<file path="src/rtl/ucrom_test_pkg.sv">
package ucrom_test_pkg;
  typedef enum logic {
    PH_LOAD = 1'b0,
    PH_SHOW = 1'b1
  } phase_e;
endpackage

</file>
<file path="src/rtl/ucrom_rst_sync.sv">
module ucrom_rst_sync (
  input  logic clk,
  input  logic rst_n,
  output logic rst_n_sync
);
  logic stage_q;

  // Asserts at once, releases after two edges.
  always_ff @(posedge clk or negedge rst_n) begin
    if (!rst_n) begin
      stage_q    <= 1'b0;
      rst_n_sync <= 1'b0;
    end else begin
      stage_q    <= 1'b1;
      rst_n_sync <= stage_q;
    end
  end
endmodule

</file>
<file path="src/rtl/ucrom_readout_ctrl.sv">
module ucrom_readout_ctrl
  import ucrom_test_pkg::*;
(
  input  logic clk,
  input  logic rst_n,
  input  logic test_en,
  output logic load_en,
  output logic capture_en,
  output logic valid_q,
  output logic oe_q
);
  phase_e phase_q, phase_d;
  logic   valid_d, oe_d;

  always_comb begin
    load_en    = test_en && (phase_q == PH_LOAD);
    capture_en = test_en && (phase_q == PH_SHOW);
    if (!test_en)                phase_d = PH_LOAD;
    else if (phase_q == PH_LOAD) phase_d = PH_SHOW;
    else                         phase_d = PH_LOAD;
    valid_d = capture_en;
    oe_d    = test_en;
  end

  always_ff @(posedge clk or negedge rst_n) begin
    if (!rst_n) begin
      phase_q <= PH_LOAD;
      valid_q <= 1'b0;
      oe_q    <= 1'b0;
    end else begin
      phase_q <= phase_d;
      valid_q <= valid_d;
      oe_q    <= oe_d;
    end
  end
endmodule

</file>
<file path="src/rtl/ucrom_nma_reg.sv">
module ucrom_nma_reg #(
  parameter int ADDR_W = 11,
  parameter int SEL_W  = 2
) (
  input  logic              clk,
  input  logic              rst_n,
  input  logic              test_en,
  input  logic              load_en,
  input  logic [ADDR_W-1:0] pin_addr,
  input  logic [SEL_W-1:0]  pin_sel,
  input  logic [ADDR_W-1:0] seq_addr,
  output logic [ADDR_W-1:0] nma_q,
  output logic [SEL_W-1:0]  sel_q
);
  logic [ADDR_W-1:0] nma_d;
  logic [SEL_W-1:0]  sel_d;

  always_comb begin
    nma_d = nma_q;
    sel_d = sel_q;
    if (!test_en) begin
      nma_d = seq_addr;
      sel_d = '0;
    end else if (load_en) begin
      nma_d = pin_addr;
      sel_d = pin_sel;
    end
  end

  always_ff @(posedge clk or negedge rst_n) begin
    if (!rst_n) begin
      nma_q <= '0;
      sel_q <= '0;
    end else begin
      nma_q <= nma_d;
      sel_q <= sel_d;
    end
  end
endmodule

</file>
<file path="src/rtl/ucrom_slice_mux.sv">
module ucrom_slice_mux #(
  parameter int WORD_W = 110,
  parameter int OBS_W  = 32,
  parameter int SEL_W  = 2
) (
  input  logic [WORD_W-1:0] word,
  input  logic [SEL_W-1:0]  sel,
  output logic [OBS_W-1:0]  slice
);
  localparam int NUM_SLICES = (WORD_W + OBS_W - 1) / OBS_W;
  localparam int PADDED_W   = NUM_SLICES * OBS_W;

  logic [PADDED_W-1:0] padded;
  logic [OBS_W-1:0]    slc [NUM_SLICES];

  always_comb begin
    padded               = '0;
    padded[WORD_W-1:0]   = word;
  end

  for (genvar g = 0; g < NUM_SLICES; g++) begin : g_slice
    assign slc[g] = padded[g*OBS_W +: OBS_W];
  end

  always_comb begin
    slice = '0;
    for (int i = 0; i < NUM_SLICES; i++) begin
      if (int'(sel) == i) slice = slc[i];
    end
  end
endmodule

</file>
<file path="src/rtl/ucrom_test_readout.sv">
module ucrom_test_readout #(
  parameter int ADDR_W  = 11,
  parameter int SEL_W   = 2,
  parameter int MICRO_W = 42,
  parameter int NANO_W  = 68,
  parameter int OBS_W   = 32,
  localparam int PIN_W  = ADDR_W + SEL_W
) (
  input  logic               clk,
  input  logic               rst_n,
  input  logic               test_en,
  input  logic [PIN_W-1:0]   data_pin,
  input  logic [ADDR_W-1:0]  seq_addr,
  output logic [ADDR_W-1:0]  rom_addr,
  input  logic [MICRO_W-1:0] micro_q,
  input  logic [NANO_W-1:0]  nano_q,
  output logic [OBS_W-1:0]   obs_bus,
  output logic               obs_valid,
  output logic               obs_oe
);
  localparam int WORD_W = MICRO_W + NANO_W;

  logic              rst_n_sync;
  logic              load_en, capture_en;
  logic [SEL_W-1:0]  sel_q;
  logic [OBS_W-1:0]  slice, obs_q;
  logic [WORD_W-1:0] rom_word;

  ucrom_rst_sync u_rst (
    .clk        (clk),
    .rst_n      (rst_n),
    .rst_n_sync (rst_n_sync)
  );

  ucrom_readout_ctrl u_ctrl (
    .clk        (clk),
    .rst_n      (rst_n_sync),
    .test_en    (test_en),
    .load_en    (load_en),
    .capture_en (capture_en),
    .valid_q    (obs_valid),
    .oe_q       (obs_oe)
  );

  ucrom_nma_reg #(.ADDR_W(ADDR_W), .SEL_W(SEL_W)) u_nma (
    .clk      (clk),
    .rst_n    (rst_n_sync),
    .test_en  (test_en),
    .load_en  (load_en),
    .pin_addr (data_pin[ADDR_W-1:0]),
    .pin_sel  (data_pin[PIN_W-1:ADDR_W]),
    .seq_addr (seq_addr),
    .nma_q    (rom_addr),
    .sel_q    (sel_q)
  );

  assign rom_word = {nano_q, micro_q};

  ucrom_slice_mux #(.WORD_W(WORD_W), .OBS_W(OBS_W), .SEL_W(SEL_W)) u_mux (
    .word  (rom_word),
    .sel   (sel_q),
    .slice (slice)
  );

  // Internal bus stage toward the observation bus.
  always_ff @(posedge clk or negedge rst_n_sync) begin
    if (!rst_n_sync) begin
      obs_q <= '0;
    end else if (capture_en) begin
      obs_q <= slice;
    end
  end

  assign obs_bus = obs_valid ? obs_q : '0;
endmodule

</file>
<file path="config.mk">
export PLATFORM = sky130hd
export DESIGN_NAME = ucrom_test_readout
export DESIGN_NICKNAME = d
export VERILOG_FILES = /design/src/rtl/ucrom_test_pkg.sv /design/src/rtl/ucrom_rst_sync.sv /design/src/rtl/ucrom_readout_ctrl.sv /design/src/rtl/ucrom_nma_reg.sv /design/src/rtl/ucrom_slice_mux.sv /design/src/rtl/ucrom_test_readout.sv
export SDC_FILE = /design/constraint.sdc
export NUM_CORES = 1
export LEC_CHECK = 0
export ABC_CLOCK_PERIOD_IN_PS = 1700
export BUFFER_PORTS_ARGS = -buffer_cell sky130_fd_sc_hd__buf_2
export CAP_MARGIN = 20
export CORE_ASPECT_RATIO = 2
export CORE_MARGIN = 8
export CORE_UTILIZATION = 30
export CTS_BUF_LIST = sky130_fd_sc_hd__clkbuf_4
export DETAILED_ROUTE_END_ITERATION = 16
export HOLD_SLACK_MARGIN = 0.12
export PLACE_DENSITY_LB_ADDON = 0.2
export SLEW_MARGIN = 20
export SYNTH_ARGS = -nofsm -noshare
export SYNTH_HDL_FRONTEND = slang
export SYNTH_HIERARCHICAL = 1
export SYNTH_SLANG_ARGS = --single-unit
</file>
<file path="constraint.sdc">
create_clock -name clk -period 1.7 [get_ports clk]
set_input_delay 0.17 -clock clk [delete_from_list [all_inputs] [get_ports clk]]
set_output_delay 0.17 -clock clk [all_outputs]
set_load 0.01 [all_outputs]
</file>
==> results.md, run 1 <==
- The run finished with clean final reports.
- Setup repair after global routing left no endpoint under its margin.
- The reg-to-reg critical path endpoint is obs_q[3].
- In the final layout, the share of cells above drive strength 1 is 55.3%.
- The synthesis-to-finish area growth is 50.3%.
- After the last flow step, the layout net total stands at 586.
- In the finished design, the share of the clock period the worst path needs comes to 91.5%.
- The normalized max-slew margin is 66.3%.
- The congestion estimate from routability-driven global placement came to 0.716.
- For this configuration, the core starts out at a cell density of 30.5%.
- The via count of the first global-routing pass is 3155.
- The initial antenna violation count is 1.
- The total setup buffers inserted after CTS is 0.
- The later-pin clock latency in the skew report is 380 ps.
- After detailed routing, the number of remaining DRC violations is 0.
- Excluding fillers, the count of instances in the completed layout stands at 586.
- The measured slew at the worst slew-check pin is 505 ps.
- STA classifies the critical path startpoint as a register.
- The worst-case clock buffer depth is 2.
- After technology mapping, the gate count stands at 226.
- Counting flops and latches in the post-synthesis netlist gives 50.
- The quantity of I/O buffers inserted on ports is 181.
- The sink count of the clock tree is 50.
- Measured along the x axis, the die boundary spans 87.4 µm.
- Each instance of the synthesized netlist takes up on average 13.5 µm².
- The critical-path maximum fanout is 24.
- The maximum vdd drop is 652 µV.
- The cell taking the most area after synthesis is dfrtp_1.
- The tool flagged a number of max-cap violations equal to 0.
- Walking the worst path, the cells encountered are buf_12, mux4_2, mux2_4.
- Summing the areas of all xor and xnor instances in the mapped netlist gives 0% of the synthesized area.
- The sequential-to-total area share from yosys stat is 40.9%.
- The die span in y is 159 µm.
- The smallest clock period supported by the final layout is computed as 1560 ps.
- The total area inside the core boundary comes to 10000 µm².
- The worst hold endpoint is obs_q[24].
- The worst register-to-register path begins at u_nma/sel_q[0].
- The proportion of synthesized area in mux cells is 35.9%.
- The tree is rooted in a clkbuf_4.
- The synthesized design devotes to its leading area cell type 40.9% of total area.
- The tightest min-delay check is of the in -> reg type.
- The H-tree generated during clock tree synthesis spans 2 levels.
- The highest cell delay on the worst timing path is 530 ps.
- The pre-CTS setup slack is 151 ps.
- The pre-antenna-repair detailed-routing pass consisted of 4 iterations.
- Among cell families on the critical path, the largest total delay comes from multiplexers.
- After global routing the overflow that remains totals 0.
- The cell leakage power is 2.23 nW.
- The final wirelength is 10.1 mm.
- In this run the cell area measured after placement is 4040 µm².
- TritonCTS created 5 clock buffers.
- The clock tree from TritonCTS is built.
- Setup violations remaining at the end of the flow were counted as 0.
- The critical path's slowest cell is mux4_2.
- The area share of and/or/nand/nor cells after synthesis is 9.04%.
- The required time at the worst-slack endpoint is 1980 ps.
- In this run the core area contains 52 standard-cell rows.
- The post-synthesis compound-gate area fraction is 6.95%.
- The die covers 13900 µm².
- The number of warnings printed during yosys synthesis is 6.
- The critical path arrival is 1840 ps.
- The vias after detailed routing is 2653.
- The mapped cell area is 3060 µm².
- Sorting the synthesized cells by area gives the leading types as dfrtp_1, mux2_4, mux4_2.
- The final-report max-slew violation count is 0.
- The clock edge transition at the registers on the reported setup and hold paths is 160 ps.
- The global-route wire length before repair is 15.9 mm.
- The detail route stage leaves a number of antenna-violating nets equal to 0.
- By area, the combinational part of the netlist is dominated by multiplexers.
- After Yosys synthesis, full adders, half adders and majority gates account for 0% of the synthesized area.
- In this run, the number of DRC markers left after iteration 0 of detailed routing was 49.
- The finished cells cover 4600 µm².
- Global routing used 14.9% of the available tracks across all layers.
- Entering global routing, the biggest net connects 34 pins.
- After routing, the total negative slack on setup checks comes to 0 ps.
- The post-synthesis net count is 363.
- Using the TritonRoute via totals, the vias-per-cell ratio works out to 4.53.
- 182 I/O pins were placed.
- The startpoint of the tightest hold check path is micro_q[24].
- The type of the setup path with the least slack is reg -> reg.
- Dividing the detail-routed wire length by the instance count gives 17.3 µm.
- The number of cells on the worst hold path is 4.
- The type of element capturing the critical path is a register.
- The half-perimeter wire length of the detailed placement result is 7.73 mm.
- In this run, placement finished with an instance count of 532.
- Together, buffers and inverters on the worst path number 1.
- Clock skew on the completed layout was measured at 10.1 ps.
- The total power divided by cell area is 743 nW/µm².
- In this run the register-to-register setup slack is 140 ps.
- The post-synthesis cell type count is 18.
- The final worst setup slack is 144 ps.
- The upper clock frequency limit is 0.643 GHz.
- For the worst flop-to-flop path, the logic depth is 3.
- The final number of hold-violating endpoints was 0.
[worst register-to-register path: cells and delay by family, from the launching register on]
family | cells | cell delay, ps
muxes | 2 | 820
DFF | 1 | 420
buffers and inverters | 1 | 220
[sequential cells by signal, summed over array words and instances, names as in the netlist]
| name | count |
|---|---|
| u_nma/nma_q | 11 |
| u_ctrl/phase_q | 1 |
| u_ctrl/valid_q | 1 |
| u_nma/sel_q | 2 |
| u_rst/stage_q | 1 |
| u_rst/rst_n_sync | 1 |
| obs_q | 32 |
| u_ctrl/oe_q | 1 |
[cell families after synthesis]
kind of cell | after synthesis
other | 1
buffers and inverters | 21
AND/OR/NAND/NOR | 48
flip-flops | 50
AO/OA/AOI/OAI | 29
multiplexers | 77
[how the worst max path moves through the flow]
stage / to / startpoint / cells past startpoint
after floorplan: obs_q[0] / u_rst/rst_n_sync / 0
after global placement: obs_q[3] / u_nma/sel_q[0] / 3
after detailed placement: obs_q[3] / u_nma/sel_q[0] / 3
after CTS: obs_bus[18] / u_ctrl/valid_q / 3
after global routing: obs_bus[18] / u_ctrl/valid_q / 3
final: obs_q[3] / u_nma/sel_q[0] / 3
[per-stage QoR]
stage / hold slack [ps] / power [mW] / utilization [%]
finish: 210 / 3.42 / 45.9
global route: 175 / 3.62 / 45.9
CTS: 175 / 3.48 / 45.8
detailed placement: -44.4 / 2.50 / 40.3
global placement: -44.7 / 2.48 / 40.3
floorplan: -126 / 2.17 / -
[Yosys cell counts (all sizes together)]
cell / n
mux4: 14
conb: 1
mux2i: 31
clkbuf: 5
mux2: 32
a21oi: 11
and2: 33
nor2b: 3
nor2: 11
o2bb2ai: 18
dfrtp: 50
and2b: 1
buf: 16
[what timing repair did]
action / in CTS / in global routing
hold buffers: 45 / 0
gates resized for setup: 0 / 1
hold endpoints to repair: 33 / 0
endpoints found under the setup margin: 0 / 10
[layer usage]
| metal | track usage (%) | vias up | part of all wire [%] |
|---|---|---|---|
| met2 | 29.7 | 107 | 59 |
| met3 | 5.07 | 7 | 8.9 |
| li1 | - | 1262 | - |
| met4 | 4.81 | 0 | 1.5 |
| met1 | 12.7 | 1277 | 31 |
| met5 | 0 | - | 0 |
[layout make-up]
type                       count  area [µm²]
antenna                        1        2.50
clock buffer                   5        37.5
clock inverter                 3        63.8
fill                         976        5420
multi-input combinational    155        1590
sequential                    50        1250
tap                          135         169
timing repair buffer         237        1480
[cell usage in the layout, fill, tap and decap left out]
cell	instances
dfrtp_2	2
nor2_1	11
conb_1	1
buf_4	7
mux2i_1	31
diode_2	1
mux2_4	30
buf_6	1
mux4_2	14
buf_12	3
and2b_2	1
and2_2	1
o2bb2ai_1	18
a21oi_1	11
nor2b_1	3
clkbuf_4	5
dlygate4sd3_1	45
clkinv_1	1
and2_1	32
mux2_2	2
bufinv_16	2
dfrtp_1	48
buf_2	181
[power breakdown]
group          switching [mW]  internal, mW  leakage, nW
clock network           0.416         0.454       0.0528
registers               0.122          1.41        0.588
logic                   0.361         0.653         1.59
total                   0.899          2.52         2.23
No activity file was read; power rests on OpenSTA's default activity.
==> run 2, diff against run 1 <==
Settings changed: ABC_CLOCK_PERIOD_IN_PS 1700 to 1200.
Clock period 1.7 ns to 1.2 ns, I/O delays scaled along.
==> run 2 against run 1 <==
  * Via count is 2.3% higher
  * Sequential share of layout area fell by 1.8 points
  * Hold slack got worse by 65 ps
  * Clock-buffer cell count did not move
  * Largest cell class is now non-clock buffers
  * Highest routed layer unchanged
  * Wire length barely moved
  * Final cell count grew 2.7%
  * Critical endpoint is now obs_q[11]
  * The run now ends with negative setup slack left
  * Non-clock buffer count increased by 14
==> results.md, run 2 (synthesized netlist as in run 1, its figures left out) <==
- For the worst-skew pair, the clock arrives at the later sink with an insertion delay of 380 ps.
- In this run the worst path has a maximum fanout of 11.
- The worst hold-check path type is in -> reg.
- Relative to the synthesized area, the layout overhead comes to 60.9%.
- Once layout is complete, the utilization of the core stands at 49.1%.
- The number of cells on the worst reg-to-reg path is 3.
- The launch point of the worst reg-to-reg path is u_nma/sel_q[0].
- Sequential cells account for 43.7% of the total power.
- The largest registers in the layout are obs_q: 32 flops, u_nma/nma_q: 11 flops, u_nma/sel_q: 2 flops.
- For this configuration, the core starts out at a cell density of 30.5%.
- In the final layout, the multi-input gates occupy 1640 µm².
- The path with the worst hold slack has its endpoint at obs_q[28].
- The sequential cell area in the final layout is 1250 µm².
- The initial antenna violation count came to 3.
- Clock-pin slew was measured on the worst setup and hold paths at 160 ps.
- The filler cells instantiated in the layout total 956.
- The top register by number of flip-flops is obs_q.
- Pin placement for this block handled 182 I/O pins.
- The startpoint of the tightest hold check path is micro_q[28].
- The post-detailed-route DRC marker count is 0.
- The floorplan core area is 10000 µm².
- Dividing the detail-routed via count by the number of cells gives 4.51.
- The routed design could run at a clock period as short as 1500 ps.
- The number of cells on the worst hold path is 4.
- For the worst setup path, the data required time is 1470 ps.
- The vias after detailed routing is 2714.
- In this run, the number of DRC markers left after iteration 0 of detailed routing was 64.
- The placer congestion estimate is 0.785.
- The start point of the critical path is u_nma/sel_q[0].
- Global routing consumed, on the met1 layer, 13.7% of the routing resources.
- The final number of hold-violating endpoints was 0.
- The die covers 13900 µm².
- The run finished, with violations left.
- The register with the most flip-flops in the layout has 32 of them.
- In this run the static leakage power is 2.35 nW.
- Dividing the final minimum period by the clock period gives 125%.
- The final-report max-slew violation count came to 0.
- By startpoint and endpoint, the worst setup path is classified as reg -> reg.
- The residual overflow from global routing is 0.
- TritonCTS created 5 clock buffers.
- The maximum vdd drop is 508 µV.
- The die span in y is 159 µm.
- The launching element type of the critical path is a register.
- In this run the power spent charging and discharging nets is 1.28 mW.
- The global-route usage over all layers is 14.8%.
- Power spread over the standard cell area amounts to 1010 nW/µm².
- met2 is the most crowded layer.
- Summing all non-filler instances in the final layout gives an area of 4920 µm².
- The top cell types in the final layout, fill and taps aside, are buf_2, dlygate4sd3_1, dfrtp_1.
- The final worst setup slack is -298 ps.
- Summing all placed instances gives a cell area of 4160 µm².
- In this run the remaining antenna-violating nets after routing total 0.
- The final-report setup violation count is 66.
- Dividing the detail-routed wire length by the instance count gives 16.9 µm.
- Of the cells placed in the final design, the portion with a size suffix greater than 1 is 59.9%.
- The final reports fail on negative setup slack.
- The sink count of the clock tree is 50.
- The critical path arrival is 1760 ps.
- The die is 87.4 µm wide.
- The final layout contains 600 nets.
- The first global-routing pass estimated 15.8 mm of wire.
- Leaving out fill and tap cells, the most frequent cell in the layout is buf_2.
- The clock arrives with 15.9 ps of skew.
- The quantity of I/O buffers inserted on ports is 181.
- The row count is 52.
- Global routing consumed, on the met3 layer, 3.62% of the routing resources.
- Setup repair after global routing could not meet its margin everywhere.
- The via count of the first global-routing pass was 3128.
- The pre-CTS setup slack is -274 ps.
- In the final timing run, aggregate negative setup slack is -13800 ps.
- The tool flagged a number of max-cap violations equal to 0.
- For met2 alone, demand over resource in global routing was 28.9%.
- The portion of total power attributed to combinational logic is 32.1%.
- The proportion of power drawn by the clock network is 24.1%.
- The worst register-to-register path ends at obs_q[11].
- The worst setup path is captured at a register.
- After detailed routing, the total wire length is 10.1 mm.
- The internal portion of the total power is 3.69 mW.
- CTS built an H-tree with a depth of 2.
- Derived from the worst setup path, the maximum achievable clock frequency is 0.667 GHz.
- Net switching is 25.8% of the power.
- The clock tree from TritonCTS is built.
- The worst-case clock buffer depth is 2.
- The buffer type at the clock tree root is clkbuf_4.
- Setup slack on the worst reg-to-reg path comes out at -300 ps.
- The maximum number of pins on one net before global-route repair is 26.
- The first detailed-routing pass took 4 iterations.
- The half-perimeter wire length of the detailed placement result is 7.58 mm.
[run 2: changes by cell type in the layout (fill, tap and decap cells not counted), moves of 3 or more]
cell	previous run	this run
buf_6	1	17
and2_1	32	17
and2_4	0	15
buf_2	181	167
buf_12	3	8
buf_4	7	11
dlygate4sd3_1	45	48
[run 2: worst max-delay path by stage]
stage | end | depth (start not counted)
2_1_floorplan | obs_q[10] | 4
3_3_place_gp | obs_q[13] | 3
3_5_place_dp | obs_q[11] | 3
4_1_cts | obs_q[11] | 3
5_1_grt | obs_q[11] | 3
6_report | obs_q[11] | 3
[run 2: cell type report]
cell class,count,share of cell area [%]
Antenna cell,3,0.153
Clock buffer,5,0.763
Clock inverter,3,1.30
Multi-Input combinational cell,155,33.3
Sequential cell,50,25.5
Tap cell,135,3.43
Timing Repair Buffer,251,35.6
[run 2: timing repair]
| item | 4_1_cts | 5_1_grt |
|---|---|---|
| setup buffers | 0 | 1 |
| gates resized for setup | 24 | 20 |
| gates cloned | 1 | 0 |
| hold buffers | 48 | 0 |
| hold endpoints to repair | 34 | 0 |
| pin swaps | 0 | 1 |
| setup endpoints to repair | 65 | 73 |
[run 2: metrics by stage]
step	hold slack, ps	std cells	power [mW]
3_3_place_gp	-92.3	541	3.56
6_report	145	602	4.97
3_5_place_dp	-92.7	541	3.59
5_1_grt	145	602	5.26
4_1_cts	120	598	5.00
2_1_floorplan	-176	226	3.08
[run 2: metal layers]
layer | routed length [µm] | vias to the layer above
li1 | - | 1296
met1 | 3370 | 1316
met2 | 5960 | 89
met3 | 587 | 13
met4 | 231 | 0
met5 | 0 | -
[run 2: worst max-delay path, cell delays in order (launching register included)]
cell and delay [ps]:
dfrtp_2 450, buf_12 170, mux4_2 500, mux2_4 270
[run 2: power groups by stage]
stage / Sequential, mW / Combinational [mW] / Clock, mW
finish: 2.18 / 1.60 / 1.20
global route: 2.22 / 1.73 / 1.31
floorplan: 2.18 / 0.894 / 0
global placement: 2.19 / 1.37 / 0
CTS: 2.17 / 1.57 / 1.26
detailed placement: 2.19 / 1.40 / 0
